--- src/rtl/snoop_tag_pkg.sv ---
package snoop_tag_pkg;

  typedef enum logic [1:0] {
    CPU_RD   = 2'd0,
    CPU_WR   = 2'd1,
    CPU_FILL = 2'd2,
    CPU_NOP  = 2'd3
  } cpu_op_e;

  typedef enum logic [1:0] {
    SNP_NONE      = 2'd0,
    SNP_INTERVENE = 2'd1,
    SNP_PURGE     = 2'd2
  } snp_act_e;

endpackage

--- src/rtl/stc_tag_array.sv ---
module stc_tag_array #(
  parameter int IDX_W  = 4,
  parameter int TAG_W  = 10,
  parameter int LINE_W = 32
) (
  input  logic              clk_i,
  input  logic              rst_ni,
  // processor read port
  input  logic [IDX_W-1:0]  cpu_idx_i,
  output logic              cpu_valid_o,
  output logic              cpu_dirty_o,
  output logic [TAG_W-1:0]  cpu_tag_o,
  output logic [LINE_W-1:0] cpu_data_o,
  // snoop read port
  input  logic [IDX_W-1:0]  snp_idx_i,
  output logic              snp_valid_o,
  output logic              snp_dirty_o,
  output logic [TAG_W-1:0]  snp_tag_o,
  output logic [LINE_W-1:0] snp_data_o,
  // processor update
  input  logic              upd_en_i,
  input  logic [IDX_W-1:0]  upd_idx_i,
  input  logic              upd_dirty_i,
  input  logic [TAG_W-1:0]  upd_tag_i,
  input  logic [LINE_W-1:0] upd_data_i,
  // snoop invalidate
  input  logic              inv_en_i,
  input  logic [IDX_W-1:0]  inv_idx_i
);

  localparam int LINES = 1 << IDX_W;

  logic              valid_q [LINES];
  logic              dirty_q [LINES];
  logic [TAG_W-1:0]  tag_q   [LINES];
  logic [LINE_W-1:0] data_q  [LINES];

  for (genvar i = 0; i < LINES; i++) begin : g_line
    logic inv_hit, upd_hit;
    assign inv_hit = inv_en_i && (inv_idx_i == IDX_W'(i));
    assign upd_hit = upd_en_i && (upd_idx_i == IDX_W'(i));

    always_ff @(posedge clk_i or negedge rst_ni) begin
      if (!rst_ni) begin
        valid_q[i] <= 1'b0;
        dirty_q[i] <= 1'b0;
      end else if (inv_hit) begin
        // snoop purge wins over any processor update
        valid_q[i] <= 1'b0;
        dirty_q[i] <= 1'b0;
      end else if (upd_hit) begin
        valid_q[i] <= 1'b1;
        dirty_q[i] <= upd_dirty_i;
      end
    end

    always_ff @(posedge clk_i) begin
      if (upd_hit && !inv_hit) begin
        tag_q[i]  <= upd_tag_i;
        data_q[i] <= upd_data_i;
      end
    end
  end

  assign cpu_valid_o = valid_q[cpu_idx_i];
  assign cpu_dirty_o = dirty_q[cpu_idx_i];
  assign cpu_tag_o   = tag_q[cpu_idx_i];
  assign cpu_data_o  = data_q[cpu_idx_i];

  assign snp_valid_o = valid_q[snp_idx_i];
  assign snp_dirty_o = dirty_q[snp_idx_i];
  assign snp_tag_o   = tag_q[snp_idx_i];
  assign snp_data_o  = data_q[snp_idx_i];

endmodule

--- src/rtl/stc_cpu_port.sv ---
module stc_cpu_port
  import snoop_tag_pkg::*;
#(
  parameter int TAG_W  = 10,
  parameter int LINE_W = 32
) (
  input  logic              req_i,
  input  cpu_op_e           op_i,
  input  logic [TAG_W-1:0]  tag_i,
  input  logic [LINE_W-1:0] wdata_i,
  input  logic              conflict_i,
  input  logic              ent_valid_i,
  input  logic [TAG_W-1:0]  ent_tag_i,
  input  logic [LINE_W-1:0] ent_data_i,
  output logic              hit_o,
  output logic              retry_o,
  output logic [LINE_W-1:0] rdata_o,
  output logic              upd_en_o,
  output logic              upd_dirty_o,
  output logic [TAG_W-1:0]  upd_tag_o,
  output logic [LINE_W-1:0] upd_data_o
);

  logic active, match, lookup;

  assign active  = req_i && (op_i != CPU_NOP);
  assign match   = ent_valid_i && (ent_tag_i == tag_i);
  assign lookup  = (op_i == CPU_RD) || (op_i == CPU_WR);

  assign retry_o = active && conflict_i;
  assign hit_o   = active && !conflict_i && lookup && match;
  assign rdata_o = (hit_o && op_i == CPU_RD) ? ent_data_i : '0;

  always_comb begin
    upd_en_o = 1'b0;
    if (active && !conflict_i) begin
      unique case (op_i)
        CPU_WR:   upd_en_o = match;
        CPU_FILL: upd_en_o = 1'b1;
        default:  upd_en_o = 1'b0;
      endcase
    end
  end

  assign upd_dirty_o = (op_i == CPU_WR);
  assign upd_tag_o   = tag_i;
  assign upd_data_o  = wdata_i;

endmodule

--- src/rtl/stc_snoop_decide.sv ---
module stc_snoop_decide
  import snoop_tag_pkg::*;
#(
  parameter int TAG_W  = 10,
  parameter int LINE_W = 32
) (
  input  logic              bus_valid_i,
  input  logic              bus_we_i,
  input  logic [TAG_W-1:0]  bus_tag_i,
  input  logic              ent_valid_i,
  input  logic              ent_dirty_i,
  input  logic [TAG_W-1:0]  ent_tag_i,
  input  logic [LINE_W-1:0] ent_data_i,
  output logic              drive_o,
  output logic              purge_o,
  output logic [LINE_W-1:0] data_o
);

  snp_act_e act;

  always_comb begin
    act = SNP_NONE;
    if (bus_valid_i && ent_valid_i && (ent_tag_i == bus_tag_i)) begin
      if (bus_we_i)         act = SNP_PURGE;
      else if (ent_dirty_i) act = SNP_INTERVENE;
    end
  end

  assign drive_o = (act == SNP_INTERVENE);
  assign purge_o = (act == SNP_PURGE);
  assign data_o  = drive_o ? ent_data_i : '0;

endmodule

--- src/rtl/snoop_tag_ctrl.sv ---
module snoop_tag_ctrl
  import snoop_tag_pkg::*;
#(
  parameter int ADDR_W = 16,
  parameter int OFF_W  = 2,
  parameter int IDX_W  = 4,
  parameter int LINE_W = 32
) (
  input  logic              clk_i,
  input  logic              rst_ni,
  input  logic              cpu_req_i,
  input  logic [1:0]        cpu_op_i,
  input  logic [ADDR_W-1:0] cpu_addr_i,
  input  logic [LINE_W-1:0] cpu_wdata_i,
  output logic              cpu_hit_o,
  output logic              cpu_retry_o,
  output logic [LINE_W-1:0] cpu_rdata_o,
  input  logic              bus_valid_i,
  input  logic              bus_we_i,
  input  logic [ADDR_W-1:0] bus_addr_i,
  output logic [LINE_W-1:0] bus_data_o,
  output logic              bus_drive_o,
  output logic              snp_purge_o
);

  localparam int TAG_W = ADDR_W - IDX_W - OFF_W;

  logic [TAG_W-1:0]  cpu_tag, bus_tag;
  logic [IDX_W-1:0]  cpu_idx, bus_idx;
  logic              unused_offset_bits;

  assign cpu_tag = cpu_addr_i[ADDR_W-1 -: TAG_W];
  assign cpu_idx = cpu_addr_i[OFF_W +: IDX_W];
  assign bus_tag = bus_addr_i[ADDR_W-1 -: TAG_W];
  assign bus_idx = bus_addr_i[OFF_W +: IDX_W];
  assign unused_offset_bits = ^{cpu_addr_i[OFF_W-1:0], bus_addr_i[OFF_W-1:0]};

  logic              c_valid, c_dirty, s_valid, s_dirty;
  logic [TAG_W-1:0]  c_tag, s_tag;
  logic [LINE_W-1:0] c_data, s_data;
  logic              upd_en, upd_dirty, conflict;
  logic [TAG_W-1:0]  upd_tag;
  logic [LINE_W-1:0] upd_data;
  logic              unused_c_dirty;

  assign unused_c_dirty = c_dirty;

  stc_tag_array #(
    .IDX_W (IDX_W),
    .TAG_W (TAG_W),
    .LINE_W(LINE_W)
  ) u_array (
    .clk_i      (clk_i),
    .rst_ni     (rst_ni),
    .cpu_idx_i  (cpu_idx),
    .cpu_valid_o(c_valid),
    .cpu_dirty_o(c_dirty),
    .cpu_tag_o  (c_tag),
    .cpu_data_o (c_data),
    .snp_idx_i  (bus_idx),
    .snp_valid_o(s_valid),
    .snp_dirty_o(s_dirty),
    .snp_tag_o  (s_tag),
    .snp_data_o (s_data),
    .upd_en_i   (upd_en),
    .upd_idx_i  (cpu_idx),
    .upd_dirty_i(upd_dirty),
    .upd_tag_i  (upd_tag),
    .upd_data_i (upd_data),
    .inv_en_i   (snp_purge_o),
    .inv_idx_i  (bus_idx)
  );

  stc_snoop_decide #(
    .TAG_W (TAG_W),
    .LINE_W(LINE_W)
  ) u_snoop (
    .bus_valid_i(bus_valid_i),
    .bus_we_i   (bus_we_i),
    .bus_tag_i  (bus_tag),
    .ent_valid_i(s_valid),
    .ent_dirty_i(s_dirty),
    .ent_tag_i  (s_tag),
    .ent_data_i (s_data),
    .drive_o    (bus_drive_o),
    .purge_o    (snp_purge_o),
    .data_o     (bus_data_o)
  );

  // a purge on the processor's index blocks the processor this cycle
  assign conflict = snp_purge_o && (bus_idx == cpu_idx);

  stc_cpu_port #(
    .TAG_W (TAG_W),
    .LINE_W(LINE_W)
  ) u_cpu (
    .req_i      (cpu_req_i),
    .op_i       (cpu_op_e'(cpu_op_i)),
    .tag_i      (cpu_tag),
    .wdata_i    (cpu_wdata_i),
    .conflict_i (conflict),
    .ent_valid_i(c_valid),
    .ent_tag_i  (c_tag),
    .ent_data_i (c_data),
    .hit_o      (cpu_hit_o),
    .retry_o    (cpu_retry_o),
    .rdata_o    (cpu_rdata_o),
    .upd_en_o   (upd_en),
    .upd_dirty_o(upd_dirty),
    .upd_tag_o  (upd_tag),
    .upd_data_o (upd_data)
  );

endmodule

--- config.mk ---
export PLATFORM = sky130hd
export DESIGN_NAME = snoop_tag_ctrl
export DESIGN_NICKNAME = d
export VERILOG_FILES = /design/src/rtl/snoop_tag_pkg.sv /design/src/rtl/stc_tag_array.sv /design/src/rtl/stc_cpu_port.sv /design/src/rtl/stc_snoop_decide.sv /design/src/rtl/snoop_tag_ctrl.sv
export SDC_FILE = /design/constraint.sdc
export NUM_CORES = 1
export LEC_CHECK = 0
export BUFFER_PORTS_ARGS = -buffer_cell sky130_fd_sc_hd__buf_2
export CAP_MARGIN = 20
export CORE_MARGIN = 10
export CORE_UTILIZATION = 32
export CTS_CLUSTER_DIAMETER = 30
export DETAILED_ROUTE_END_ITERATION = 6
export HOLD_SLACK_MARGIN = 0.06
export PLACE_DENSITY_LB_ADDON = 0.2
export SKIP_LAST_GASP = 1
export SLEW_MARGIN = 20
export SYNTH_ARGS = -nofsm -noshare
export SYNTH_HDL_FRONTEND = slang
export SYNTH_SLANG_ARGS = --single-unit
--- constraint.sdc ---
create_clock -name clk_i -period 6.05 [get_ports clk_i]
set_input_delay 0.605 -clock clk_i [delete_from_list [all_inputs] [get_ports clk_i]]
set_output_delay 0.605 -clock clk_i [all_outputs]
set_load 0.005 [all_outputs]
==> results of run 1 <==
[through the flow]
step	total power [W]	utilization, %	cell area [um2]	instances
6_report	0.0154	40.3	41800	3358
5_1_grt	0.0159	40.3	41800	3357
4_1_cts	0.0156	40.3	41800	3355
3_5_place_dp	0.00633	34.7	35900	3051
3_3_place_gp	0.00632	34.7	35900	3051
2_1_floorplan	0.00604	-	33500	1594
[per-layer routing]
metal | track usage (%) | part of all wire (%) | wire length [um]
met1 | 22.6 | 43 | 42700
met2 | 26.8 | 48 | 47700
met3 | 4.10 | 6.5 | 6420
met4 | 5.18 | 2.0 | 2000
met5 | 0 | 0.086 | 85
[worst max path at each step]
stage,startpoint,to,slack [ns],depth (start not counted)
global placement,bus_addr_i[2],bus_data_o[11],0.97,7
CTS,bus_addr_i[2],bus_data_o[0],1.0,11
finish,bus_addr_i[2],bus_data_o[0],1.0,11
global route,bus_addr_i[2],bus_data_o[0],0.66,11
detailed placement,bus_addr_i[2],bus_data_o[0],0.99,11
floorplan,cpu_addr_i[2],u_array.data_q[10][0],0.59,9
[registers in the layout (all words and copies together), names as in the netlist]
register	cells
u_array.tag_q	160
u_array.data_q	512
u_array.dirty_q	16
u_array.valid_q	16
[worst reg2reg max path, stage by stage, from the launching register on]
cell and delay (ns):
edfxtp_1 0.37, nor2b_1 0.14, a2111oi_0 0.60, nor4_1 0.12
nor4_1 0.44, nor4b_1 0.74, o211a_1 0.51, buf_4 0.38
nor4_4 0.08, buf_4 0.38, o22a_1 0.33
[Yosys cell counts (3+ instances only)]
cell type  instances  share of area, %
nor4_4            10              0.64
dfrtp_1           32               2.4
mux2i_1           71               2.1
nand4_1            6              0.11
o22ai_1            7              0.13
xnor2_1           12              0.31
nand3_1            8              0.12
a32oi_1            3             0.078
buf_4             12              0.27
or3_1              5             0.093
nor4_2             6              0.22
inv_1             13              0.15
o21ai_0           24              0.36
xor2_1            20              0.52
nor3_1             4             0.060
buf_2             23              0.34
ha_1               4              0.15
mux4_1            10              0.78
nand2b_1           6              0.11
nor2_1             5             0.056
mux2_2            14              0.47
clkbuf_1          60              0.67
nor4_1             4             0.075
mux4_2           384                26
edfxtp_1         672                60
o22a_1            15              0.39
buf_1             21              0.24
a221oi_1           5              0.13
nand2_1           12              0.13
a21oi_1            5             0.075
nor2b_1           74               1.4
a22o_1             4              0.10
[power groups by stage]
| stage | combinational [W] | clock (W) | sequential (W) |
|---|---|---|---|
| 2_1_floorplan | 0.000556 | 0 | 0.00549 |
| 3_3_place_gp | 0.000832 | 0 | 0.00549 |
| 3_5_place_dp | 0.000838 | 0 | 0.00549 |
| 4_1_cts | 0.000840 | 0.00932 | 0.00541 |
| 5_1_grt | 0.000884 | 0.00961 | 0.00541 |
| 6_report | 0.000825 | 0.00918 | 0.00541 |
[cell families after synthesis]
kind of cell | Yosys count
AO/OA/AOI/OAI | 90
adder cells (fa/ha/maj) | 4
XOR/XNOR | 32
multiplexers | 479
AND/OR/NAND/NOR | 152
buffers and inverters | 133
flip-flops | 704
[cell type report]
| class | instances | area, um2 | share of cell area, % |
|---|---|---|---|
| Clock buffer | 193 | 4270 | 10.2 |
| Tap cell | 1380 | 1730 | 4.13 |
| Clock inverter | 110 | 1570 | 3.76 |
| Antenna cell | 3 | 7.51 | 0.0180 |
| Sequential cell | 704 | 21000 | 50.2 |
| Multi-Input combinational cell | 757 | 11900 | 28.6 |
| Inverter | 13 | 48.8 | 0.117 |
| Timing Repair Buffer | 198 | 1250 | 3.00 |
[what timing repair did]
action	4_1_cts	5_1_grt
hold buffers	1	0
hold endpoints to repair	32	0
setup endpoints to repair	0	0
==> reports/results.ini, run 1 <==
[timing]
rsz0062_at_grt = no
finClkSkew_ns = 0.0400
fin_tns_setup_ns = 0
setup_viol = 0
whs_ns = 0.234
hold_viol = 0
fmax_ghz = 0.198
min_period_ns = 5.05
setup_slack_ns = 0.995
slew-limit-headroom_pct = 25.5
period_share_pct = 83.6
finalMaxSlewViolations = 0
worst_slew_pin_slew_ns = 1.12

[cells_and_area]
nets = 1913
drive_gt1_share_pct = 44.5
layout_commonest_cell = edfxtp_1
final_cell_mix = edfxtp_1 (672), mux4_2 (384), clkbuf_16 (165)
syn_to_final_growth_pct = 24.8
n_fill_cell = 9265

[synth]
yosysWarnings = 0
synthCells = 1594
synth-compound-area-share_pct = 2.02
muxShareOfSynthArea_pct = 29.2
avgSynthCellArea_um2 = 21.0
synth-edff-count = 672
yosysUniqueCellTypes = 61
syn_area_um2 = 33500
synthFlopType = edfxtp_1
synth-simple-area-share_pct = 3.30
synth_fp_nets = 1669
synthAdderAreaFrac_pct = 0.149
synthArstFlopShare_pct = 4.55
synth_top_family_by_area = multiplexers
synth_xor_area_share_pct = 0.837
ys_ff_latch = 704
ys_seq_area_share_pct = 62.7

[drt]
vias = 18400
firstDrtPassIters = 6
drtIter0Drc = 1608
drc = 0
wire_per_inst_um = 29.5
routed_via_density = 5.47
ant_nets = 0
wirelength_um = 98900

[grt]
grt_pass1_vias = 20500
grt_max_degree = 72
grt_overflow = 0
antenna_found_initial = 12
grtUsageTotal_pct = 16.8
grt_pass1_wl_um = 144000

[clocking]
cts_made_buffers = 164
clockRootBuffer = clkbuf_16
insertion_delay_ns = 0.76
cts_resized = 0
cts_tree = built
cts_max_level = 4
cts.sink_count = 704
clockBufferDepth = 3
clkSlewWorstSetupHoldPaths_ns = 0.04
cts_setup_buffers = 0

[critical_path]
crit_type = input pin to output pin
worstSetupStartpointType = input pin
reg2reg_from = u_array.tag_q[2][6]
cp_slowest_stage_delay_ns = 0.74
critical_path_arrival_ns = 4.45
rr_worst_depth = 10
cp_top_family = simple AND/OR/NAND/NOR gates
path_cells = buf_8 -> nand2_1 -> a211oi_1 -> nor4_1 -> nor4_1 -> nor4b_1 -> or2_2 -> nand4_1 -> buf_4 -> nor2b_1 -> buf_2
crit_required_ns = 5.44
cp_num_buf_inv = 3
endpoint_kind = output pin
critPathSlowestCell = nor4b_1
r2r_end = u_array.valid_q[9]
cp_common_cell = nor4_1
path_max_fanout = 71
reg2reg_setup_slack_ns = 1.86

[placed_design]
port-buffer-count = 134
place_hpwl_um = 56500
gp_congestion = 0.778
dpl_worst_slack_ns = 0.992

[pwr]
netSwitchingPower_w = 0.00334
swShare_pct = 21.7
pwr-share-comb_pct = 5.4
p_per_area_nw_per_um2 = 369
vdd_drop_max_v = 0.000297
p_leak_nw = 13.8
power_frac_seq_pct = 35.1
clockPowerShare_pct = 59.6
power.internal_w = 0.0121

[floorplanning]
dieArea_um2 = 118000
initial_core_util_pct = 32.3
fp.dieW_um = 343
io_pins = 139
core_um2 = 104000
num_rows = 118
die_h_um = 343

[min_path]
min_to = u_array.data_q[9][8]
hp-start = cpu_wdata_i[8]
hp-class = input pin to register
whs_path_depth = 1

[job]
drv_cap = 0

[status]
outcome = completed

(Power assumes the default switching activity.)
==> run 2, diff against run 1 <==
Clock period 6.05 ns to 4.4 ns, I/O delays scaled along.
==> run 2 against run 1 <==
Via count increased by 1.8%. Critical path type is now register to output pin. Utilization increased by 1.2 points. Cell count increased by 2.1%. Worst hold slack got worse by 0.12 ns. Sequential share of layout area decreased by 1.5 points. Total power increased by 42%. Sequential power increased by 38%. Non-clock buffer count increased by 60. Combinational power increased by 44%. First-iteration DRC count increased by 6.4%. Clock power increased by 45%. Routed wire length increased by 0.71%.
==> reports/results.ini, run 2 (synthesis gave the netlist of run 1 again) <==
[status]
outcome = completed  ; unchanged

[clocking]
insertion_delay_ns = 0.75  ; was 0.76 ns
clkSlewWorstSetupHoldPaths_ns = 0.05  ; was 0.04 ns
cts_max_level = 4  ; unchanged
cts_tree = built  ; unchanged
clockRootBuffer = clkbuf_16  ; unchanged
clockBufferDepth = 3  ; unchanged
cts.sink_count = 704  ; unchanged
cts_made_buffers = 168  ; was 164

[floorplanning]
fp.dieW_um = 343  ; unchanged
core_um2 = 104000  ; unchanged
num_rows = 118  ; unchanged
die_h_um = 343  ; unchanged
io_pins = 139  ; unchanged
initial_core_util_pct = 32.3  ; unchanged
dieArea_um2 = 118000  ; unchanged

[cells_and_area]
final_cell_mix = edfxtp_1 (672), mux4_2 (384), clkbuf_16 (169)  ; was edfxtp_1 (672), mux4_2 (384), clkbuf_16 (165)
regMostFlops = u_array.data_q  ; unchanged
largest_register_ffs = 512  ; unchanged
syn_to_final_growth_pct = 28.6  ; was 24.8%
drive_gt1_share_pct = 44.9  ; was 44.5%
largest_registers = u_array.data_q: 512 flops, u_array.tag_q: 160 flops  ; unchanged
post-route-util_pct = 41.6  ; was 40.3%
final_cells = 3430  ; was 3358
nets = 1977  ; was 1913
layout_commonest_cell = edfxtp_1  ; unchanged

[timing]
hold_viol = 0  ; unchanged
fin_tns_setup_ns = 0  ; unchanged
setup_viol = 0  ; unchanged
period_share_pct = 96.2
finClkSkew_ns = 0.0437  ; was 0.0400 ns
slew-limit-headroom_pct = 31.0  ; was 25.5%
worst_slew_pin_slew_ns = 1.04  ; was 1.12 ns
fmax_ghz = 0.236
min_period_ns = 4.23
finalMaxSlewViolations = 0  ; unchanged
rsz0062_at_grt = no  ; unchanged

[critical_path]
crit_type = register to output pin  ; was input pin to output pin
endpoint_kind = output pin  ; unchanged
crit_required_ns = 3.96  ; was 5.44 ns
path_max_fanout = 24  ; was 71
worstSetupStartpointType = register  ; was input pin
cp_num_cells = 9  ; was 11
reg2reg_from = u_array.tag_q[6][8]  ; was u_array.tag_q[2][6]
rr_worst_depth = 9  ; was 10
path_cells = mux4_1 -> mux4_2 -> xor2_1 -> nor2_2 -> nand4_1 -> a311o_2 -> buf_12 -> nor2b_1 -> buf_2  ; was buf_8 -> nand2_1 -> a211oi_1 -> nor4_1 -> nor4_1 -> nor4b_1 -> or2_2 -> nand4_1 -> buf_4 -> nor2b_1 -> buf_2
reg2reg_setup_slack_ns = 0.85  ; was 1.86 ns
critical_path_arrival_ns = 3.79  ; was 4.45 ns
endpoint = cpu_rdata_o[14]  ; was bus_data_o[0]
cp_num_buf_inv = 2  ; was 3
cp_top_family = multiplexers  ; was simple AND/OR/NAND/NOR gates
critPathSlowestCell = mux4_2  ; was nor4b_1
cp_slowest_stage_delay_ns = 0.53  ; was 0.74 ns
r2r_end = u_array.data_q[2][20]  ; was u_array.valid_q[9]
cp-startpoint = u_array.tag_q[2][0]  ; was bus_addr_i[2]

[grt]
grt_pass1_vias = 20700  ; was 20500
grtUsageTotal_pct = 16.9  ; was 16.8%
grt_max_degree = 86  ; was 72
grt_pass1_wl_um = 145000  ; was 144000 um
grt_overflow = 0  ; unchanged
antenna_found_initial = 6  ; was 12

[min_path]
whs_path_depth = 1  ; unchanged
hp-class = input pin to register  ; unchanged

[drt]
vias = 18700  ; was 18400
drc = 0  ; unchanged
wirelength_um = 99600  ; was 98900 um
firstDrtPassIters = 5  ; was 6
routed_via_density = 5.46  ; was 5.47
drtIter0Drc = 1711  ; was 1608
ant_nets = 0  ; unchanged
wire_per_inst_um = 29.0  ; was 29.5 um

[pwr]
p_leak_nw = 14.4  ; was 13.8 nW
vdd_drop_max_v = 0.000319  ; was 0.000297 V
p_per_area_nw_per_um2 = 508  ; was 369 nW/um2

[placed_design]
place_hpwl_um = 57900  ; was 56500 um
dp_cells = 3075  ; was 3051
port-buffer-count = 134  ; unchanged
gp_congestion = 0.802  ; was 0.778

[job]
drv_cap = 0  ; unchanged

==> run 2: changes by cell type in the layout (fill, tap and decap cells not counted), moves of 7 or more <==
| cell | change |
|---|---|
| clkinv_1 | +9 |
| clkinvlp_4 | -7 |
| dlygate4sd3_1 | +34 |
| clkinv_4 | +9 |
| buf_12 | +31 |
| bufinv_16 | +7 |
==> run 2: what timing repair did <==
action,CTS,global route
pin swaps,0,3
setup endpoints to repair,4,64
gates resized for setup,2,7
hold buffers,35,0
buffers inserted,0,2
hold endpoints to repair,500,0
==> run 2: routing by layer <==
metal  share of wire [%]  GRT usage [%]  vias to the layer above
li1                    -              -                     7674
met1                  43           22.6                    10100
met5               0.041              0                        -
met4                 2.2           5.25                        6
met3                 6.5           3.90                      161
met2                  49           27.2                      747
==> run 2: power breakdown <==
group | switching (W) | internal [W]
sequential | 0.0000286 | 0.00741
combinational | 0.000630 | 0.000558
clock | 0.00404 | 0.00922
==> run 2: how the worst min path moves through the flow <==
stage                             startpoint              endpoint
after global placement    u_array.valid_q[8]    u_array.valid_q[8]
after CTS                     cpu_addr_i[10]  u_array.tag_q[15][4]
after detailed placement  u_array.valid_q[8]    u_array.valid_q[8]
final                         cpu_addr_i[10]  u_array.tag_q[15][4]
after global routing          cpu_addr_i[10]  u_array.tag_q[15][4]
after floorplan                       rst_ni    u_array.dirty_q[0]
==> run 2: stage by stage <==
stage / setup slack (ns) / cell area (um2) / hold WS [ns] / total power (W)
finish: 0.165 / 43100 / 0.112 / 0.0219
floorplan: -0.870 / 33500 / 0.144 / 0.00831
global placement: 0.215 / 36500 / 0.519 / 0.00871
CTS: 0.0211 / 43000 / 0.0725 / 0.0221
detailed placement: 0.186 / 36500 / 0.518 / 0.00872
global route: 0.0113 / 43100 / 0.0962 / 0.0226
==> run 2: area by class of cell <==
| class | instances | area (um2) |
|---|---|---|
| timing repair buffer | 258 | 2170 |
| sequential | 704 | 21000 |
| antenna | 2 | 5.00 |
| fill | 9190 | 60600 |
| clock inverter | 125 | 1820 |
| multi-input combinational | 757 | 12000 |
| tap | 1380 | 1730 |
| clock buffer | 191 | 4340 |
| inverter | 13 | 48.8 |
==> run 2: worst register-to-register path: stages, from the launching register on <==
cell      delay, ns
edfxtp_1       0.38
mux4_1         0.55
mux4_2         0.49
xor2_1         0.19
nor3_4         0.23
buf_4          0.15
a41oi_4        0.13
buf_12         0.24
nor4_4         0.39
buf_12         0.40
